===== src/rtl/ivc_pkg.sv =====
package ivc_pkg;

    typedef enum logic [1:0] {
        CLS_MASKABLE = 2'd0,
        CLS_NONMASK  = 2'd1,
        CLS_RESET    = 2'd2
    } slot_class_e;

    // The top slot is reset class, the next is non-maskable, the rest are maskable.
    function automatic slot_class_e class_of(input int slot, input int num_slots);
        if (slot == num_slots - 1)      return CLS_RESET;
        else if (slot == num_slots - 2) return CLS_NONMASK;
        else                            return CLS_MASKABLE;
    endfunction

endpackage


===== src/rtl/ivc_elig.sv =====
module ivc_elig #(
    parameter int NUM_SLOTS = 32
) (
    input  logic [NUM_SLOTS-1:0] req_i,
    input  logic [NUM_SLOTS-2:0] ien_i,
    input  logic                 gie_i,
    output logic [NUM_SLOTS-1:0] elig_o
);
    import ivc_pkg::*;

    for (genvar g = 0; g < NUM_SLOTS; g++) begin : g_slot
        if (class_of(g, NUM_SLOTS) == CLS_RESET) begin : g_rst
            assign elig_o[g] = req_i[g];
        end else if (class_of(g, NUM_SLOTS) == CLS_NONMASK) begin : g_nmi
            assign elig_o[g] = req_i[g] & ien_i[g];
        end else begin : g_mask
            assign elig_o[g] = req_i[g] & ien_i[g] & gie_i;
        end
    end

endmodule


===== src/rtl/ivc_prio.sv =====
module ivc_prio #(
    parameter int NUM_SLOTS = 32,
    localparam int IDX_W    = $clog2(NUM_SLOTS)
) (
    input  logic [NUM_SLOTS-1:0] elig_i,
    output logic                 any_o,
    output logic [IDX_W-1:0]     idx_o
);
    // The scan runs upward, so a higher eligible slot overrides a lower one.
    always_comb begin
        any_o = 1'b0;
        idx_o = '0;
        for (int i = 0; i < NUM_SLOTS; i++) begin
            if (elig_i[i]) begin
                any_o = 1'b1;
                idx_o = IDX_W'(i);
            end
        end
    end

endmodule


===== src/rtl/ivc_blank.sv =====
module ivc_blank #(
    parameter int WORD_W = 16
) (
    input  logic [WORD_W-1:0] word_i,
    output logic              blank_o
);
    // Erased memory reads as all ones.
    assign blank_o = &word_i;

endmodule


===== src/rtl/irq_vector_ctrl.sv =====
module irq_vector_ctrl #(
    parameter int                 NUM_SLOTS = 32,
    parameter int                 ADDR_W    = 16,
    parameter logic [ADDR_W-1:0]  VEC_BASE  = 16'hFFC0
) (
    input  logic                 clk,
    input  logic                 rst_n,
    input  logic [NUM_SLOTS-1:0] req_i,
    input  logic [NUM_SLOTS-2:0] ien_i,
    input  logic                 gie_i,
    input  logic                 accept_i,
    input  logic                 fetch_valid_i,
    input  logic [ADDR_W-1:0]    fetch_word_i,
    output logic [ADDR_W-1:0]    vec_addr_o,
    output logic [NUM_SLOTS-1:0] ack_o,
    output logic                 pend_o,
    output logic                 blank_rst_o
);
    localparam int               IDX_W   = $clog2(NUM_SLOTS);
    localparam int               PAD_W   = ADDR_W - IDX_W - 1;
    localparam logic [ADDR_W-1:0] RST_VEC = VEC_BASE + ADDR_W'(2 * (NUM_SLOTS - 1));

    typedef struct packed {
        logic [ADDR_W-1:0]    vec;
        logic [NUM_SLOTS-1:0] ack;
        logic                 pend;
        logic                 blank;
    } state_t;

    state_t state_d, state_q;

    logic [NUM_SLOTS-1:0] elig;
    logic                 any_elig;
    logic [IDX_W-1:0]     win_idx;
    logic                 word_blank;

    ivc_elig #(.NUM_SLOTS(NUM_SLOTS)) elig_i (
        .req_i  (req_i),
        .ien_i  (ien_i),
        .gie_i  (gie_i),
        .elig_o (elig)
    );

    ivc_prio #(.NUM_SLOTS(NUM_SLOTS)) prio_i (
        .elig_i (elig),
        .any_o  (any_elig),
        .idx_o  (win_idx)
    );

    ivc_blank #(.WORD_W(ADDR_W)) blank_i (
        .word_i  (fetch_word_i),
        .blank_o (word_blank)
    );

    always_comb begin
        state_d      = state_q;
        state_d.ack  = '0;
        state_d.pend = any_elig;
        if (accept_i && any_elig) begin
            state_d.vec          = VEC_BASE + {{PAD_W{1'b0}}, win_idx, 1'b0};
            state_d.ack[win_idx] = 1'b1;
        end
        if (fetch_valid_i) begin
            state_d.blank = word_blank;
        end
    end

    always_ff @(posedge clk or negedge rst_n) begin
        if (!rst_n) begin
            state_q.vec   <= RST_VEC;
            state_q.ack   <= '0;
            state_q.pend  <= 1'b0;
            state_q.blank <= 1'b0;
        end else begin
            state_q <= state_d;
        end
    end

    assign vec_addr_o  = state_q.vec;
    assign ack_o       = state_q.ack;
    assign pend_o      = state_q.pend;
    assign blank_rst_o = state_q.blank;

endmodule


===== config.mk =====
export PLATFORM = sky130hd
export DESIGN_NAME = irq_vector_ctrl
export DESIGN_NICKNAME = d
export VERILOG_FILES = /design/src/rtl/ivc_pkg.sv /design/src/rtl/ivc_elig.sv /design/src/rtl/ivc_prio.sv /design/src/rtl/ivc_blank.sv /design/src/rtl/irq_vector_ctrl.sv
export SDC_FILE = /design/constraint.sdc
export NUM_CORES = 1
export LEC_CHECK = 0
export BUFFER_PORTS_ARGS = -buffer_cell sky130_fd_sc_hd__buf_4
export CAP_MARGIN = 25
export CELL_PAD_IN_SITES_DETAIL_PLACEMENT = 0
export CELL_PAD_IN_SITES_GLOBAL_PLACEMENT = 2
export CORE_UTILIZATION = 23
export DETAILED_ROUTE_END_ITERATION = 10
export PLACE_DENSITY = 0.83
export SYNTH_ARGS = -nofsm -noshare
export SYNTH_HDL_FRONTEND = slang
export SYNTH_SLANG_ARGS = --single-unit

===== constraint.sdc =====
create_clock -name clk -period 1 [get_ports clk]
set_clock_uncertainty 0.05 [all_clocks]
set_input_delay 0 -clock clk [delete_from_list [all_inputs] [get_ports clk]]
set_output_delay 0 -clock clk [all_outputs]
set_load 0.01 [all_outputs]

==> results_dict.tcl <==
set metrics [dict create \
    outcome "finished, violations left" \
    violations "design-rule violations, negative setup slack" \
    fin_total_pwr_mw 4.57 \
    slew_violations 0 \
    fin_crit_ns 1.50 \
    ctsRootBufferMaster "clkbuf_8" \
    arrival_ns 1.63 \
    holdPathEnd "ack_o[31]$_DFF_PN0_" \
    portBuffers 122 \
    synth.area.top_cells "dfrtp_1 40%, dfstp_2 6.2%, nand2_1 5.5%, a22o_1 5.0%, buf_4 4.2%" \
    setup_violations 37 \
    wl_met3_um 501 \
    worstRegToRegCells 2 \
    wl_met2_mm 3.74 \
    grt_max_degree 40 \
    r2r-start "vec_addr_o[1]$_DFFE_PN1P_" \
    first_pass_iters 7 \
    wl_met1_mm 2.76 \
    grtUsageTotal_pct 15.1 \
    cp_top_family "compound AO/OA/AOI/OAI gates" \
    num_io_pins 134 \
    synth-async-reset-ratio_pct 100 \
    ys_seq_area_share_pct 46.3 \
    dpl-instance-area_um2 3490 \
    syn2layout_area_growth_pct 94.3 \
    viasPerCell 4.67 \
    critPathMaxFanout 6 \
    finalWirelength_mm 7.07 \
    crit_chain "buf_6 -> a222oi_1 -> o31ai_2 -> a311oi_4 -> buf_4 -> nor4_4 -> o21ba_2" \
    dp_slack_ns -0.906 \
    multiInputGateArea_um2 1400 \
    pwr_density_cell_nw_per_um2 1110 \
    die_x_um 98.0 \
    dr_total_vias 2402 \
    startpoint_type "input pin" \
    synth_seq_cells 39 \
    ys_warn_count 0 \
    cts_tree "done" \
    yosysUniqueCellTypes 53 \
    drtIter0Drc 62 \
    clkTransAtPathRegs_ns 0.07 \
    fmax_mhz 668 \
    critPathBufInv 2 \
    num_antenna_cells 0 \
    yosysTopAreaCellShare_pct 40.1 \
    slowest_delay_ns 0.49 \
    worstSetupEndpointType "register" \
    fin_crit_sh_pct 150 \
    worst_slack_ns -0.498 \
    synthTopCellsByCount "34 x dfrtp_1, 31 x nand2_1, 20 x nor2_1" \
    numCtsBuffers 5 \
    holdPathStages 3 \
    final_area_um2 4120 \
    synth_edf_count 0 \
    drive_gt1_share_pct 64.5 \
    top_layer_used "met4" \
    peakVddDrop_v 0.000492 \
    num_rows 34 \
    fillCellCount 843 \
    grt-ovfl-total 0 \
    rsz0062_at_grt "true" \
    nNetsFinal 489 \
    cp_slowest_cell "a222oi_1" \
    die_height_um 98.0 \
    worstSkewPairLatency_ns 0.28 \
    seq_area_um2 982 \
    cp-startpoint "ien_i[14]" \
    antenna_found_initial 0 \
    wl_per_cell_um 13.8 \
    synth.most_common_cell "dfrtp_1" \
    syn_inst 221 \
    clock_path_buffers 2 \
    place_congestion 0.771 \
    setup.worst_path.class "in -> reg" \
    yosys_most_used_dff "dfrtp_1" \
    synth_area_um2 2120 \
    start_util_pct 24.1 \
    hp-class "in -> reg" \
    htreeDepth 2 \
    synth_area_per_cell_um2 9.60 \
    fin_util_pct 46.8 \
    hp-start "accept_i" \
    antenna_left 0 \
    core_um2 8810 \
    clkSinkCount 39 \
    leakage_nw 1.94 \
    cap_violations 0 \
    r2r_end "vec_addr_o[1]$_DFFE_PN1P_" \
    r2r_slack_ns 0.12 \
    hpwl_mm 5.58 \
    cp_data_required_time_ns 1.13 \
    post-route-drc-count 12 \
    first_global_vias 2636 \
    dieArea_um2 9610 \
    grt_pass1_wl_mm 11.9 \
    timing.final.hold_violations 0 \
    yosysTopAreaCell "dfrtp_1" \
]
-- layout by cell type (no fill, tap or decap), types with 3 or more instances in the layout --
cell type      instances
a22o_4                 3
and2_1                 5
dfstp_2                5
o21ai_1                4
nand2_2                6
nor2_4                 6
dfrtp_1               34
a32o_1                 3
buf_6                 16
clkbuf_8               5
nand4_1                4
a21oi_2                4
nand2_1               25
a22o_1                 9
buf_4                161
nor2_1                 6
a21oi_1                3
conb_1                11
o21ai_2                3
nor2_2                 8
o21ai_0                5
nand3_2                3
nor3_2                 5
dlygate4sd3_1          5
nand3_1                7
o31ai_2                3
-- state kept, by name (all words and copies together), names as in the netlist --
signal,count
ack_o,32
blank_rst_o,1
pend_o,1
vec_addr_o,5
-- layer usage --
| metal | GRT usage (%) | vias to the layer above |
|---|---|---|
| met5 | 0 | - |
| met1 | 17.2 | 1128 |
| li1 | - | 1170 |
| met4 | 4.66 | 0 |
| met3 | 2.79 | 7 |
| met2 | 28.4 | 97 |
-- cells by family (layout without fill, tap and decap cells) --
group	count (synthesis)	in the layout	synth area share, %
compound gates	69	69	26.3
buf+inv	18	194	5.37
flops	39	39	46.3
other cells	2	11	0.354
simple gates	93	93	21.7
-- timing repair --
item,in CTS,in global routing
endpoints found under the setup margin,38,42
pin swaps,39,16
resized for setup,57,35
hold buffers,5,0
endpoints found under the hold margin,40,0
setup buffers,5,4
-- stage by stage --
step           hold slack, ns  setup TNS, ns  cells
2_1_floorplan          -0.346         -17.19    230
3_3_place_gp          -0.0679         -27.15    493
3_5_place_dp          -0.0594         -29.22    493
4_1_cts                0.0141         -14.65    511
5_1_grt                0.0299         -18.68    514
6_report               0.0213         -15.19    514
-- report_power, final --
| part | switching, mW | internal (mW) |
|---|---|---|
| logic | 0.655 | 0.748 |
| clock network | 0.513 | 0.997 |
| registers | 0.0237 | 1.63 |
| total | 1.19 | 3.38 |
-- worst max path at each step --
stage                          end  slack [ns]  depth (start not counted)
3_3_place_gp   ack_o[15]$_DFF_PN0_       -0.81                          7
3_5_place_dp   ack_o[15]$_DFF_PN0_       -0.91                          7
2_1_floorplan  ack_o[14]$_DFF_PN0_       -0.61                          7
6_report       ack_o[15]$_DFF_PN0_       -0.50                          7
5_1_grt        ack_o[19]$_DFF_PN0_       -0.59                          7
4_1_cts        ack_o[17]$_DFF_PN0_       -0.46                          7
-- area by class of cell --
cell class | count | area share [%]
clock buffers | 6 | 1.76
inverters | 3 | 0.273
repair buffers | 183 | 35.4
multi-input cells | 173 | 34.0
well taps | 108 | 3.28
clock inverters | 2 | 1.46
flip-flops and latches | 39 | 23.8
-- tightest hold or removal path, delay by kind of cell --
family | cells | cell delay (ns)
buffers and inverters | 2 | 0.20
AND/OR/NAND/NOR | 1 | 0.12
Power figures use the tool's default switching activity.
